File: src/rtl/gpio_pkg.sv
package gpio_pkg;
  // word index = addr[5:2]; order fixed by software
  typedef enum logic [3:0] {
    IDX_DATA = 4'd0,
    IDX_ACC  = 4'd1,
    IDX_DIR  = 4'd2,
    IDX_LVL  = 4'd3,
    IDX_BOTH = 4'd4,
    IDX_POL  = 4'd5,
    IDX_IEN  = 4'd6,
    IDX_RAW  = 4'd7,
    IDX_MSK  = 4'd8,
    IDX_CLR  = 4'd9,
    IDX_INEN = 4'd10
  } reg_idx_e;

  localparam int unsigned IDX_W = 4;
endpackage

File: src/rtl/gpio_sync.sv
module gpio_sync #(
  parameter int unsigned W = 16
) (
  input  logic         clk_i,
  input  logic         rst_ni,
  input  logic [W-1:0] d_i,
  output logic [W-1:0] q_o
);
  logic [W-1:0] s1_q, s2_q;

  always_ff @(posedge clk_i or negedge rst_ni) begin
    if (!rst_ni) begin
      s1_q <= '0;
      s2_q <= '0;
    end else begin
      s1_q <= d_i;
      s2_q <= s1_q;
    end
  end

  assign q_o = s2_q;
endmodule

File: src/rtl/gpio_irq_det.sv
module gpio_irq_det #(
  parameter int unsigned NPIN = 16
) (
  input  logic            clk_i,
  input  logic            rst_ni,
  input  logic [NPIN-1:0] pin_i,
  input  logic [NPIN-1:0] lvl_i,
  input  logic [NPIN-1:0] both_i,
  input  logic [NPIN-1:0] pol_i,
  input  logic [NPIN-1:0] clr_i,
  output logic [NPIN-1:0] hit_o,
  output logic [NPIN-1:0] raw_o
);
  for (genvar g = 0; g < NPIN; g++) begin : g_pin
    logic prev_q, latch_q, rise, fall;

    assign rise = pin_i[g] & ~prev_q;
    assign fall = ~pin_i[g] & prev_q;

    assign hit_o[g] = ~lvl_i[g] &
                      (both_i[g] ? (rise | fall) : (pol_i[g] ? rise : fall));

    always_ff @(posedge clk_i or negedge rst_ni) begin
      if (!rst_ni) begin
        prev_q  <= 1'b0;
        latch_q <= 1'b0;
      end else begin
        prev_q <= pin_i[g];
        // new edge beats a same-cycle clear
        if (hit_o[g])      latch_q <= 1'b1;
        else if (clr_i[g]) latch_q <= 1'b0;
      end
    end

    assign raw_o[g] = lvl_i[g] ? ~(pin_i[g] ^ pol_i[g]) : latch_q;
  end
endmodule

File: src/rtl/gpio_regs.sv
module gpio_regs
  import gpio_pkg::*;
#(
  parameter int unsigned NPIN = 16,
  parameter int unsigned DW   = 32,
  parameter int unsigned AW   = 8
) (
  input  logic            clk_i,
  input  logic            rst_ni,
  input  logic            req_i,
  input  logic            we_i,
  input  logic [AW-1:0]   addr_i,
  input  logic [DW-1:0]   wdata_i,
  input  logic [NPIN-1:0] pin_i,
  input  logic [NPIN-1:0] raw_i,
  input  logic [NPIN-1:0] msk_i,
  output logic [DW-1:0]   rdata_o,
  output logic [NPIN-1:0] data_o,
  output logic [NPIN-1:0] acc_o,
  output logic [NPIN-1:0] dir_o,
  output logic [NPIN-1:0] lvl_o,
  output logic [NPIN-1:0] both_o,
  output logic [NPIN-1:0] pol_o,
  output logic [NPIN-1:0] ien_o,
  output logic [NPIN-1:0] inen_o,
  output logic [NPIN-1:0] clr_o
);
  localparam int unsigned IDX_LSB = 2;
  localparam int unsigned IDX_MSB = IDX_LSB + IDX_W - 1;

  reg_idx_e        widx;
  logic            in_map, wr, rd;
  logic [NPIN-1:0] wd, rd_val;
  logic [DW-1:0]   rdata_q;
  logic [NPIN-1:0] data_q, acc_q, dir_q, lvl_q, both_q, pol_q, ien_q, inen_q;
  logic            unused_bits;

  assign widx   = reg_idx_e'(addr_i[IDX_MSB:IDX_LSB]);
  assign in_map = (addr_i[AW-1:IDX_MSB+1] == '0) &&
                  (addr_i[IDX_MSB:IDX_LSB] <= IDX_W'(IDX_INEN));
  assign wr     = req_i & we_i & in_map;
  assign rd     = req_i & ~we_i & in_map;
  assign wd     = wdata_i[NPIN-1:0];
  assign unused_bits = ^{wdata_i[DW-1:NPIN], addr_i[IDX_LSB-1:0]};

  always_ff @(posedge clk_i or negedge rst_ni) begin
    if (!rst_ni) begin
      data_q <= '0;
      acc_q  <= '0;
      dir_q  <= '0;
      lvl_q  <= '0;
      both_q <= '0;
      pol_q  <= '0;
      ien_q  <= '0;
      inen_q <= '0;
    end else if (wr) begin
      case (widx)
        IDX_DATA: data_q <= (data_q & ~acc_q) | (wd & acc_q);
        IDX_ACC:  acc_q  <= wd;
        IDX_DIR:  dir_q  <= wd;
        IDX_LVL:  lvl_q  <= wd;
        IDX_BOTH: both_q <= wd;
        IDX_POL:  pol_q  <= wd;
        IDX_IEN:  ien_q  <= wd;
        IDX_INEN: inen_q <= wd;
        default: ;
      endcase
    end
  end

  always_comb begin
    rd_val = '0;
    case (widx)
      IDX_DATA: rd_val = acc_q & ((dir_q & data_q) | (~dir_q & pin_i));
      IDX_ACC:  rd_val = acc_q;
      IDX_DIR:  rd_val = dir_q;
      IDX_LVL:  rd_val = lvl_q;
      IDX_BOTH: rd_val = both_q;
      IDX_POL:  rd_val = pol_q;
      IDX_IEN:  rd_val = ien_q;
      IDX_RAW:  rd_val = raw_i;
      IDX_MSK:  rd_val = msk_i;
      IDX_INEN: rd_val = inen_q;
      default:  rd_val = '0;
    endcase
  end

  always_ff @(posedge clk_i or negedge rst_ni) begin
    if (!rst_ni)  rdata_q <= '0;
    else if (req_i && !we_i) rdata_q <= rd ? DW'(rd_val) : '0;
  end

  assign rdata_o = rdata_q;
  assign clr_o   = (wr && widx == IDX_CLR) ? wd : '0;
  assign data_o  = data_q;
  assign acc_o   = acc_q;
  assign dir_o   = dir_q;
  assign lvl_o   = lvl_q;
  assign both_o  = both_q;
  assign pol_o   = pol_q;
  assign ien_o   = ien_q;
  assign inen_o  = inen_q;
endmodule

File: src/rtl/gpio_bank.sv
module gpio_bank #(
  parameter int unsigned NPIN = 16,
  parameter int unsigned DW   = 32,
  parameter int unsigned AW   = 8
) (
  input  logic            clk_i,
  input  logic            rst_ni,
  input  logic            req_i,
  input  logic            we_i,
  input  logic [AW-1:0]   addr_i,
  input  logic [DW-1:0]   wdata_i,
  output logic [DW-1:0]   rdata_o,
  input  logic [NPIN-1:0] pad_i,
  output logic [NPIN-1:0] pad_o,
  output logic [NPIN-1:0] pad_oe_o,
  output logic            irq_o
);
  logic [NPIN-1:0] pad_sync, pin_in;
  logic [NPIN-1:0] data_q, acc_en, dir_q, lvl_sel, both_sel, pol_sel;
  logic [NPIN-1:0] irq_en, inen_q, clr_vec, edge_hit, raw_st, msk_st;
  logic            irq_q;

  gpio_sync #(.W(NPIN)) u_sync (
    .clk_i (clk_i),
    .rst_ni(rst_ni),
    .d_i   (pad_i),
    .q_o   (pad_sync)
  );

  assign pin_in = pad_sync & inen_q;

  gpio_regs #(.NPIN(NPIN), .DW(DW), .AW(AW)) u_regs (
    .clk_i  (clk_i),
    .rst_ni (rst_ni),
    .req_i  (req_i),
    .we_i   (we_i),
    .addr_i (addr_i),
    .wdata_i(wdata_i),
    .pin_i  (pin_in),
    .raw_i  (raw_st),
    .msk_i  (msk_st),
    .rdata_o(rdata_o),
    .data_o (data_q),
    .acc_o  (acc_en),
    .dir_o  (dir_q),
    .lvl_o  (lvl_sel),
    .both_o (both_sel),
    .pol_o  (pol_sel),
    .ien_o  (irq_en),
    .inen_o (inen_q),
    .clr_o  (clr_vec)
  );

  gpio_irq_det #(.NPIN(NPIN)) u_det (
    .clk_i (clk_i),
    .rst_ni(rst_ni),
    .pin_i (pin_in),
    .lvl_i (lvl_sel),
    .both_i(both_sel),
    .pol_i (pol_sel),
    .clr_i (clr_vec),
    .hit_o (edge_hit),
    .raw_o (raw_st)
  );

  assign msk_st = raw_st & irq_en;

  always_ff @(posedge clk_i or negedge rst_ni) begin
    if (!rst_ni) irq_q <= 1'b0;
    else         irq_q <= |msk_st;
  end

  assign irq_o    = irq_q;
  assign pad_o    = data_q;
  assign pad_oe_o = dir_q;
endmodule

File: config.mk
export PLATFORM = sky130hd
export DESIGN_NAME = gpio_bank
export DESIGN_NICKNAME = d
export VERILOG_FILES = /design/src/rtl/gpio_pkg.sv /design/src/rtl/gpio_sync.sv /design/src/rtl/gpio_irq_det.sv /design/src/rtl/gpio_regs.sv /design/src/rtl/gpio_bank.sv
export SDC_FILE = /design/constraint.sdc
export NUM_CORES = 1
export LEC_CHECK = 0
export ABC_AREA = 1
export BUFFER_PORTS_ARGS = -buffer_cell sky130_fd_sc_hd__buf_2
export CAP_MARGIN = 40
export CORE_UTILIZATION = 25
export CTS_CLUSTER_SIZE = 28
export DETAILED_ROUTE_END_ITERATION = 7
export GPL_ROUTABILITY_DRIVEN = 0
export SETUP_SLACK_MARGIN = 0.5
export SYNTH_ARGS = -nofsm -noshare
export SYNTH_HDL_FRONTEND = slang
export SYNTH_HIERARCHICAL = 1
export SYNTH_SLANG_ARGS = --single-unit
export TNS_END_PERCENT = 1
File: constraint.sdc
create_clock -name clk_i -period 1.3 [get_ports clk_i]
set_input_delay 0.195 -clock clk_i [delete_from_list [all_inputs] [get_ports clk_i]]
set_output_delay 0.195 -clock clk_i [all_outputs]
set_load 0.02 [all_outputs]
Word level (Yosys, flattened, before mapping)
Cells that the tools add are included.

Bitwise gates (word level): 160. Magnitude comparators: 1. Equal/unequal tests: 10. Muxes and demuxes: 83. Reductions and logical operators: 31.

Operators with widths (number): 16-bit case mux with 10 select lines (1); 16-bit bitwise AND (7); 1-bit two-way mux (80); 1-bit inverter (65); 1-bit bitwise AND (52); 16-bit two-way mux (2); 16-bit inverter (2); 16-bit bitwise OR (2); 2-bit nonzero test (16); 4-bit by 3-bit equality test with 1-bit output (second input constant) (4); 1-bit bitwise OR (16); 2-bit AND reduction (8); 16-bit OR reduction (1); 1-bit XOR (16); 4-bit equality test (second input constant) (3); 4-bit by 2-bit equality test with 1-bit output (second input constant) (2); 4-bit by 1-bit equality test with 1-bit output (second input constant) (1); 4-bit less-or-equal comparator (second input constant) (1); 4-bit zero test (1); 1-bit logical AND (3); 2-bit zero test (1); 1-bit zero test (1).

Register bits after elaboration: 225. Input bits: 60. Output and inout bits: 65.

Logic depth before layout (Yosys ltp)
Depth after elaboration: 7. Depth in mapped cells: 14. Depth with buffers taken out: 14.

Modules after synthesis
The synthesis kept the hierarchy.

Modules (own cells, without submodules): gpio_regs (sequential area each 3603.5 µm², area an instance 7782.5 µm², cells an instance 1109, instances 1); gpio_irq_det (sequential area each 800.8 µm², area an instance 2544.9 µm², cells an instance 352, instances 1); gpio_sync (sequential area each 800.8 µm², area an instance 800.8 µm², cells an instance 32, instances 1); gpio_bank (sequential area each 25.0 µm², area an instance 339.1 µm², cells an instance 84, instances 1).

Least setup slack after synthesis
Ideal clock, no wire load.

Path kind: input port to flip-flop. Start: input port addr_i[7]. End: register u_det.g_pin[10].latch_q. Cell stages on the path: 8. Buffers on the path: 1. Setup time: 0.116 ns. Path slack: -0.112 ns. Data required time: 1.184 ns. Data arrival time: 1.297 ns. Cell sequence: or2_1 a21oi_4 nand4_1 clkbuf_1 nor2_1 inv_1 nand2_1 nand2_2.

Word-level cells in the longest chain between the ends: 6.

RTL lines: start: declaration (RTL line gpio_bank.sv:10) `input logic [AW-1:0] addr_i,`; 2-bit zero test (RTL line gpio_regs.sv:39) `assign in_map = (addr_i[AW-1:IDX_MSB+1] == '0) &&`; 1-bit logical AND (RTL line gpio_regs.sv:39); 1-bit bitwise AND (RTL line gpio_regs.sv:41) `assign wr = req_i & we_i & in_map;`; 1-bit logical AND (RTL line gpio_regs.sv:94) `assign clr_o = (wr && widx == IDX_CLR) ? wd : '0;`; 16-bit two-way mux (RTL line gpio_regs.sv:94); named net clr_vec[10] (RTL line gpio_bank.sv:20) `logic [NPIN-1:0] irq_en, inen_q, clr_vec, edge_hit, raw_st, msk_st;`; 2-bit nonzero test (no source line); end signal: assignment (RTL line gpio_irq_det.sv:26) `latch_q <= 1'b0;`; end signal: assignment (RTL line gpio_irq_det.sv:30) `if (hit_o[g]) latch_q <= 1'b1;`; end signal: assignment (RTL line gpio_irq_det.sv:31) `else if (clr_i[g]) latch_q <= 1'b0;`; end: declaration (RTL line gpio_irq_det.sv:15) `logic prev_q, latch_q, rise, fall;`.

The timed path passes the listed nets, and every way through them passes these cells. A chain may end at the register's enable or synchronous reset.

Worst setup path after layout
Start: register u_regs.inen_q[13], in the netlist u_regs/inen_o[13]. End: register u_regs.rdata_q[13], in the netlist u_regs/rdata_o[13].

Word-level cells in the longest chain between the ends: 7. Elaborated cells on any way between the ends: 10. Classes of those cells: mux (3); bitwise (7).

RTL lines: start: declaration (RTL line gpio_regs.sv:35) `logic [NPIN-1:0] data_q, acc_q, dir_q, lvl_q, both_q, pol_q, ien_q, inen_q;`; start signal: assignment (RTL line gpio_regs.sv:65) `IDX_INEN: inen_q <= wd;`; 16-bit bitwise AND (RTL line gpio_bank.sv:30) `assign pin_in = pad_sync & inen_q;`; named net pin_in[13] (RTL line gpio_bank.sv:18) `logic [NPIN-1:0] pad_sync, pin_in;`; 1-bit XOR (RTL line gpio_irq_det.sv:35) `assign raw_o[g] = lvl_i[g] ? ~(pin_i[g] ^ pol_i[g]) : latch_q;`; 1-bit inverter (RTL line gpio_irq_det.sv:35); 1-bit two-way mux (RTL line gpio_irq_det.sv:35); named net raw_st[13] (RTL line gpio_bank.sv:20); 16-bit bitwise AND (RTL line gpio_bank.sv:66) `assign msk_st = raw_st & irq_en;`; named net msk_st[13] (RTL line gpio_bank.sv:20); 16-bit case mux with 10 select lines (RTL line gpio_regs.sv:73) `case (widx)`; 16-bit two-way mux (RTL line gpio_regs.sv:90) `else if (req_i && !we_i) rdata_q <= rd ? DW'(rd_val) : '0;`; end signal: assignment (RTL line gpio_regs.sv:90); end: declaration (RTL line gpio_regs.sv:34) `logic [DW-1:0] rdata_q;`.

The timed path passes the listed nets, and every way through them passes these cells.

==> results.py <==
metrics = {
    "status": {
        "run_status": "finished with violations",
        "failed_checks": "negative setup slack",
    },
    "critical_path": {
        "cp-end-kind": "flop",
        "worstPathArrival_ns": 1.98,
        "startpoint_type": "flop",
        "slowest_delay_ns": 0.37,
        "path_max_fanout": 4,
        "crit_chain": "nand2_1 > inv_2 > inv_2 > nand2_1 > nand2_2 > a21oi_2 > nand2_1 > inv_1 > nand3_1 > nand2_1 > nor2_2 > nand3_1 > nand2_1 > nand2_1",
        "required_ns": 1.74,
        "crit_top_cell": "nand2_1",
        "critical_path.slowest_cell": "dfrtp_1",
        "path_class": "reg -> reg",
    },
    "placement": {
        "dp_hpwl_um": 27800,
        "io_buffers": 90,
    },
    "timing": {
        "rsz0062_at_grt": "yes",
        "fin_crit_sh_pct": 119,
        "finClkSkew_ns": 0.0117,
        "slew_violations": 0,
        "setup_viol": 45,
        "hold_viol": 0,
        "worst_slack_ns": -0.246,
        "fmax_mhz": 647,
        "setup_tns_ns": -3.39,
        "period_minus_slack_ns": 1.55,
    },
    "detailed_routing": {
        "wl_per_cell_um": 15.9,
        "routed_via_density": 4.51,
        "first_pass_iters": 5,
        "num_vias": 11100,
        "remaining_drc_errors": 0,
        "ant_nets": 0,
        "drt_wl_total_um": 39000,
        "dr.first_iter.drc_count": 849,
    },
    "power_and_ir_drop": {
        "leakagePower_uw": 0.00874,
        "p_sw_uw": 4850,
        "clockPowerShare_pct": 43.2,
        "total_power_uw": 17400,
        "seqPwrFrac_pct": 41.9,
        "p_int_uw": 12500,
        "pwr_density_cell_nw_per_um2": 1050,
        "ir_worst_vdd_mv": 0.911,
        "swShare_pct": 27.9,
        "p_comb_share_pct": 14.9,
    },
    "finish": {
        "final_layout_size_suffix_gt1_share_pct": 36.5,
        "final_util_pct": 37.0,
        "fillCellCount": 4474,
        "layout_common_cells": "nand2_1 (417), dfrtp_1 (196), buf_4 (167)",
        "area_growth_pct": 44.8,
        "final_common_cell": "nand2_1",
        "final_nets": 1931,
        "regArea_um2": 5250,
        "multiInputGateArea_um2": 6080,
    },
    "clock_network": {
        "insertion_delay_ns": 0.55,
        "cts_buffers": 25,
        "clkSlewWorstSetupHoldPaths_ns": 0.06,
        "root_buffer": "clkbuf_16",
        "cts_tree": "yes",
        "htree_levels": 1,
        "cts_max_path_buffers": 3,
        "clkSinkCount": 209,
    },
    "global_routing": {
        "antenna_found_initial": 8,
        "first_global_vias": 11200,
        "grt_pass1_wl_um": 62600,
        "overflow": 0,
        "grt_max_degree": 42,
        "track_usage_pct": 16.9,
    },
    "floorplanning": {
        "start_util_pct": 25.6,
        "die_h_um": 216,
        "ios": 125,
        "dieArea_um2": 46500,
        "die_w_um": 216,
        "floorplan.rows": 77,
        "core-area_um2": 44600,
    },
    "synth": {
        "yosysWarnings": 6,
        "syn_area_um2": 11400,
        "syn_inst": 1561,
        "avgSynthCellArea_um2": 7.31,
    },
    "flow_run": {
        "drv_cap": 0,
    },
    "min_path": {
        "hp-class": "in -> reg",
    },
}
[through the flow]
stage	hold slack [ns]	cells	instance area, um2	setup WS (ns)
2_1_floorplan	-0.101	1576	11500	-0.0839
3_3_place_gp	0.127	2362	13900	-0.332
3_5_place_dp	0.127	2362	13900	-0.342
4_1_cts	0.00194	2450	16000	-0.191
5_1_grt	0.0311	2452	16500	-0.355
6_report	0.0292	2452	16500	-0.246
[final timing paths]
check,end,slack [ns],from,cells after the start
hold reg to reg,u_sync/q_o[5],0.34,u_sync/s1_q[5],0
hold / removal,u_regs/acc_o[13],0.03,wdata_i[13],3
min in group asynchronous,u_regs/inen_o[2],0.12,rst_ni,2
setup reg to reg,u_regs/rdata_o[13],-0.25,u_regs/inen_o[13],14
setup / recovery,u_regs/rdata_o[13],-0.25,u_regs/inen_o[13],14
max in group asynchronous,u_regs/dir_o[6],0.63,rst_ni,3
[routing by layer]
layer,GRT usage [%],share of wire (%)
met2,26.6,45
met4,5.18,2.7
met5,0,0.24
met3,2.54,5.4
met1,23.6,47
[critical path: cells and delay by family (launching register included)]
kind	cells	cell delay, ns
and+or+nand+nor	10	0.83
DFF	1	0.37
buffers and inverters	3	0.15
AOI/OAI and AO/OA	1	0.07
[power groups by stage]
stage	Combinational, uW	Sequential, uW	Clock, uW
2_1_floorplan	1000	7310	0
3_3_place_gp	2130	7310	0
3_5_place_dp	2170	7320	0
4_1_cts	2480	7240	7640
5_1_grt	2830	7310	7880
6_report	2590	7260	7500
[cell type report]
class                   instances  area share, %
multi-input cells            1102           36.8
flip-flops and latches        209           31.8
repair buffers                324           17.5
well taps                     592           4.49
clock buffers                  34           4.42
inverters                     177           4.06
clock inverters                12          0.932
diodes                          2         0.0303
[what timing repair did]
item | in CTS | in global routing
endpoints found under the hold margin | 250 | 0
resized for setup | 299 | 152
pin swaps | 93 | 94
endpoints found under the setup margin | 212 | 249
setup buffers | 7 | 0
hold buffers | 35 | 0
Note: power is estimated with default switching activity, not from simulation.
